**config.mk**
```make
export PLATFORM = sky130hd
export DESIGN_NAME = mcam_top
export DESIGN_NICKNAME = d
export VERILOG_FILES = /design/src/rtl/mcam_pkg.sv /design/src/rtl/mcam_slot_cmp.sv /design/src/rtl/mcam_lowest_set.sv /design/src/rtl/mcam_top.sv
export SDC_FILE = /design/constraint.sdc
export NUM_CORES = 1
export LEC_CHECK = 0
export BUFFER_PORTS_ARGS = -buffer_cell sky130_fd_sc_hd__buf_2
export CAP_MARGIN = 20
export CORE_AREA = 2 2 140 108
export DETAILED_ROUTE_END_ITERATION = 10
export DIE_AREA = 0 0 142 110
export HOLD_SLACK_MARGIN = 0.02
export PLACE_DENSITY = 0.71
export SLEW_MARGIN = 40
export SYNTH_ARGS = -nofsm -noshare
export SYNTH_HDL_FRONTEND = slang
export SYNTH_HIERARCHICAL = 1
export SYNTH_SLANG_ARGS = --single-unit
```
**constraint.sdc**
```tcl
create_clock -name clk -period 3.4 [get_ports clk]
set_input_delay 0.51 -clock clk [delete_from_list [all_inputs] [get_ports clk]]
set_output_delay 0.51 -clock clk [all_outputs]
set_load 0.01 [all_outputs]
```
**src/rtl/mcam_pkg.sv**
```systemverilog
package mcam_pkg;
    typedef enum logic [1:0] {
        OCC_EMPTY   = 2'd0,
        OCC_PARTIAL = 2'd1,
        OCC_FULL    = 2'd2
    } occ_t;
endpackage

```
**src/rtl/mcam_slot_cmp.sv**
```systemverilog
// One slot's masked comparator: only key-enabled bits take part.
module mcam_slot_cmp #(
    parameter int WIDTH = 16
) (
    input  logic             slot_valid,
    input  logic [WIDTH-1:0] slot_word,
    input  logic [WIDTH-1:0] arg,
    input  logic [WIDTH-1:0] key,
    output logic             hit
);
    logic [WIDTH-1:0] diff;

    assign diff = (slot_word ^ arg) & key;
    assign hit  = slot_valid && (diff == '0);
endmodule

```
**src/rtl/mcam_lowest_set.sv**
```systemverilog
// Returns the index of the lowest set bit of vec; found is 0 for an all-zero vector.
module mcam_lowest_set #(
    parameter int N  = 8,
    parameter int IW = 3
) (
    input  logic [N-1:0]  vec,
    output logic [IW-1:0] idx,
    output logic          found
);
    always_comb begin
        idx   = '0;
        found = 1'b0;
        for (int i = N - 1; i >= 0; i--) begin
            if (vec[i]) begin
                idx   = IW'(i);
                found = 1'b1;
            end
        end
    end
endmodule

```
**src/rtl/mcam_top.sv**
```systemverilog
module mcam_top
    import mcam_pkg::*;
#(
    parameter int WIDTH = 16,
    parameter int DEPTH = 8,
    localparam int IDXW = (DEPTH > 1) ? $clog2(DEPTH) : 1
) (
    input  logic             clk,
    input  logic             rst_n,
    input  logic [WIDTH-1:0] wr_data,
    input  logic             wr_valid,
    output logic             wr_accept,
    output logic             full,
    input  logic [WIDTH-1:0] srch_arg,
    input  logic [WIDTH-1:0] srch_key,
    input  logic             srch_go,
    output logic [DEPTH-1:0] match_vec,
    output logic             hit,
    output logic [IDXW-1:0]  first_idx,
    input  logic             inv_valid,
    input  logic [IDXW-1:0]  inv_idx
);
    occ_t             state_q, state_d;
    logic [DEPTH-1:0] valid_q, valid_d;
    logic [WIDTH-1:0] word_q [DEPTH];
    logic [DEPTH-1:0] hit_now;
    logic [DEPTH-1:0] match_q;
    logic [IDXW-1:0]  free_idx;
    logic             free_found;
    logic             inv_in_range;

    // Lowest free slot for allocation.
    mcam_lowest_set #(.N(DEPTH), .IW(IDXW)) u_free (
        .vec   (~valid_q),
        .idx   (free_idx),
        .found (free_found)
    );

    // Parallel compare of every slot against the current (pre-write) contents.
    for (genvar s = 0; s < DEPTH; s++) begin : g_slot
        mcam_slot_cmp #(.WIDTH(WIDTH)) u_cmp (
            .slot_valid (valid_q[s]),
            .slot_word  (word_q[s]),
            .arg        (srch_arg),
            .key        (srch_key),
            .hit        (hit_now[s])
        );
    end

    // First-hit index from the registered match vector.
    mcam_lowest_set #(.N(DEPTH), .IW(IDXW)) u_first (
        .vec   (match_q),
        .idx   (first_idx),
        .found (hit)
    );

    assign inv_in_range = (int'(inv_idx) < DEPTH);

    // Next occupancy vector.
    always_comb begin
        valid_d = valid_q;
        if (inv_valid && inv_in_range) valid_d[inv_idx] = 1'b0;
        if (wr_accept)                 valid_d[free_idx] = 1'b1;
    end

    // Occupancy state transitions.
    always_comb begin
        state_d = state_q;
        unique case (state_q)
            OCC_EMPTY: begin
                if (valid_d != '0) state_d = (&valid_d) ? OCC_FULL : OCC_PARTIAL;
            end
            OCC_PARTIAL: begin
                if (&valid_d)               state_d = OCC_FULL;
                else if (valid_d == '0)     state_d = OCC_EMPTY;
            end
            OCC_FULL: begin
                if (!(&valid_d)) state_d = (valid_d == '0) ? OCC_EMPTY : OCC_PARTIAL;
            end
            default: state_d = OCC_EMPTY;
        endcase
    end

    // State register.
    always_ff @(posedge clk) begin
        if (!rst_n) state_q <= OCC_EMPTY;
        else        state_q <= state_d;
    end

    // Outputs decoded from state.
    always_comb begin
        full      = (state_q == OCC_FULL);
        wr_accept = wr_valid && !full;
        match_vec = match_q;
    end

    // Slot storage, occupancy and match register.
    always_ff @(posedge clk) begin
        if (!rst_n) begin
            valid_q <= '0;
            match_q <= '0;
            for (int i = 0; i < DEPTH; i++) word_q[i] <= '0;
        end else begin
            valid_q <= valid_d;
            if (wr_accept) word_q[free_idx] <= wr_data;
            if (srch_go)   match_q <= hit_now;
        end
    end

    // ---------------- assertions ----------------
    assert_full_tracks_slots_R3: assert property (@(posedge clk) disable iff (!rst_n)
        full == (&valid_q));

    assert_refused_write_keeps_slots_R3: assert property (@(posedge clk) disable iff (!rst_n)
        (full && wr_valid && !inv_valid) |=> $stable(valid_q));

    assert_write_adds_one_slot_R2: assert property (@(posedge clk) disable iff (!rst_n)
        (wr_accept && !inv_valid) |=> ($countones(valid_q) == $past($countones(valid_q)) + 1));

    assert_no_empty_match_R6: assert property (@(posedge clk) disable iff (!rst_n)
        srch_go |=> ((match_vec & ~$past(valid_q)) == '0));

    assert_match_holds_R7: assert property (@(posedge clk) disable iff (!rst_n)
        !srch_go |=> $stable(match_vec));

    assert_first_idx_set_R10: assert property (@(posedge clk) disable iff (!rst_n)
        hit |-> match_vec[first_idx]);

    assert_hit_any_R10: assert property (@(posedge clk) disable iff (!rst_n)
        hit == (match_vec != '0));

    assert_free_when_not_full_R2: assert property (@(posedge clk) disable iff (!rst_n)
        !full |-> (free_found && !valid_q[free_idx]));
endmodule

```
==> impl_metrics.ini <==
[detailed_routing]
vias = 5341
drc = 0
drt_iter0_drc = 514
first_pass_iters = 7
antenna_left = 0
viasPerCell = 5.84
wl_per_cell_um = 21.7
routed_wl_um = 19900

[power_and_ir_drop]
seq_power_share = 0.459
combPwrFrac = 0.099
power.net_switching_w = 0.00107
intPower_w = 0.00341
powerDensity_nw_per_um2 = 501
peakVddDrop_uv = 352
p_sw_frac = 0.239
leakage_nw = 3.62
p_clk_frac = 0.442

[synthesis]
synth_area_sq_um = 7720
synth_cells = 633
synth_nets = 689
synth.avg_cell_area_sq_um = 12.2
yosysWarnings = 6

[global_routing]
track_usage = 0.271
grt_pass1_vias = 5238
antenna_found_initial = 0
grt_max_degree = 28
overflow = 0
grt_first_pass_wirelength_um = 30000

[setup_path]
crit_path_cell_trace = inv_1, nor2b_1, o21bai_1, o41ai_1, and2b_1, nand2_1, o21ai_1, buf_4
reg2reg_slack_ns = 0.74
critPathMaxStageDelay_ns = 0.63
slowest_stage = o21ai_1
critical_path_class = flip-flop to flip-flop
arrival_ns = 2.77
critPathBufInv = 2
reg2reg_depth = 8
start_kind = flip-flop
cp-end-kind = flip-flop
r2r-end = word_q[2][4]
worstPathRequired_ns = 3.52
critPathMaxFanout = 10
cp_top_family = compound AO/OA/AOI/OAI gates
r2r_start = valid_q[3]

[sta]
worst_pin_slew_ns = 0.822
period_share = 0.781
drv_slew = 0
rsz0062_at_grt = false
worst_slew_margin_rel = 0.452
finalSetupViolCount = 0
fin_skew_ns = 0.00860
fin_tns_setup_ns = 0
max_freq_mhz = 376
min_period_ns = 2.66
hold_violations = 0

[floorplan]
ios = 70
initial_utilization = 0.543
fp-row-count = 38
core_area_sq_um = 14200
die_width_um = 142
dieArea_sq_um = 15600
fp.dieH_um = 110

[clock_network]
htree_num_levels = 4
ctsHoldBuffers = 0
clock_latency_ns = 0.42
numCtsBuffers = 17
cts_tree = yes
cts_setup_buffers = 0
clockBufferDepth = 2
path_clk_slew_ns = 0.06
cts_resized = 0
clkSinkCount = 146
cts-root-buf = clkbuf_16

[final_layout]
final_util = 0.630
diodes = 0
design_area_sq_um = 8950
syn_to_final_growth_pct = 16.0
drive_gt1_frac = 0.188
nets = 777
final_cells = 914

[placed_design]
io_buffers = 69
placed_area_sq_um = 8330
gp_congestion = 0.962
dpl.hpwl_um = 13900
placed_cells = 882

[hold_path]
min-delay-start = wr_data[3]
hold_end = word_q[7][3]
whs_path_depth = 2
hold_path_class = primary input to flip-flop

[status]
outcome = finished, final reports clean

[flow_run]
maxCapViolations = 0
## final cells by class
class	instances	area (sq um)
clock buffer	19	433
clock inverter	13	181
fill	1119	5270
inverter	11	41.3
multi-input combinational	461	3410
sequential	146	4200
tap	180	225
timing repair buffer	84	458
## state kept, by name, summed over array words and instances, names as in the netlist
register   cells
match_vec      8
word_q       128
state_q        2
valid_q        8
## per-stage QoR
step / setup slack (ns) / hold slack, ns / power [W]
after floorplan: 0.502 / 0.516 / 0.00232
after global placement: 0.787 / 0.551 / 0.00252
after detailed placement: 0.771 / 0.558 / 0.00254
after CTS: 0.764 / 0.440 / 0.00450
after global routing: 0.538 / 0.463 / 0.00461
final: 0.743 / 0.455 / 0.00448
## layer usage
layer / global-route usage / wire length (um)
met4: 0.131 / 690
met3: 0.0622 / 1430
met1: 0.362 / 8530
met2: 0.425 / 9200
met5: 0 / 0
## cells in the final DEF, fill, tap and decap left out, types with 5 or more instances in the layout
cell	count
edfxtp_1	128
and2_1	132
buf_2	69
nor2_1	10
a22oi_1	48
nand3_1	5
dfxtp_1	18
nand4_1	17
clkbuf_16	17
nand2b_1	5
nor2b_1	14
nand2_1	17
xor2_1	129
a22o_1	8
o21ai_1	6
buf_4	15
mux2i_1	8
a2111oi_2	8
inv_1	11
o21ai_0	6
## power by group through the flow
stage / Combinational [W] / Sequential [W] / Clock [W]
after global placement: 0.000430 / 0.00209 / 0
after global routing: 0.000478 / 0.00207 / 0.00207
final: 0.000445 / 0.00206 / 0.00198
after detailed placement: 0.000440 / 0.00210 / 0
after floorplan: 0.000231 / 0.00209 / 0
after CTS: 0.000443 / 0.00206 / 0.00199
## how the worst max path moves through the flow
stage / cells after the start / slack [ns] / end / startpoint
3_5_place_dp: 8 / 0.77 / word_q[2][4] / valid_q[3]
5_1_grt: 8 / 0.54 / word_q[5][12] / valid_q[6]
3_3_place_gp: 7 / 0.79 / word_q[1][8] / valid_q[6]
6_report: 8 / 0.74 / word_q[2][4] / valid_q[3]
2_1_floorplan: 7 / 0.50 / word_q[5][0] / valid_q[6]
4_1_cts: 8 / 0.76 / word_q[2][14] / valid_q[3]
## worst register-to-register path, delay by kind of cell, from the launching register on
| family | cells | cell delay (ns) |
|---|---|---|
| AOI/OAI and AO/OA | 3 | 0.91 |
| and+or+nand+nor | 3 | 0.59 |
| buffers and inverters | 2 | 0.45 |
| DFF | 1 | 0.40 |
No activity file was read; power rests on OpenSTA's default activity.
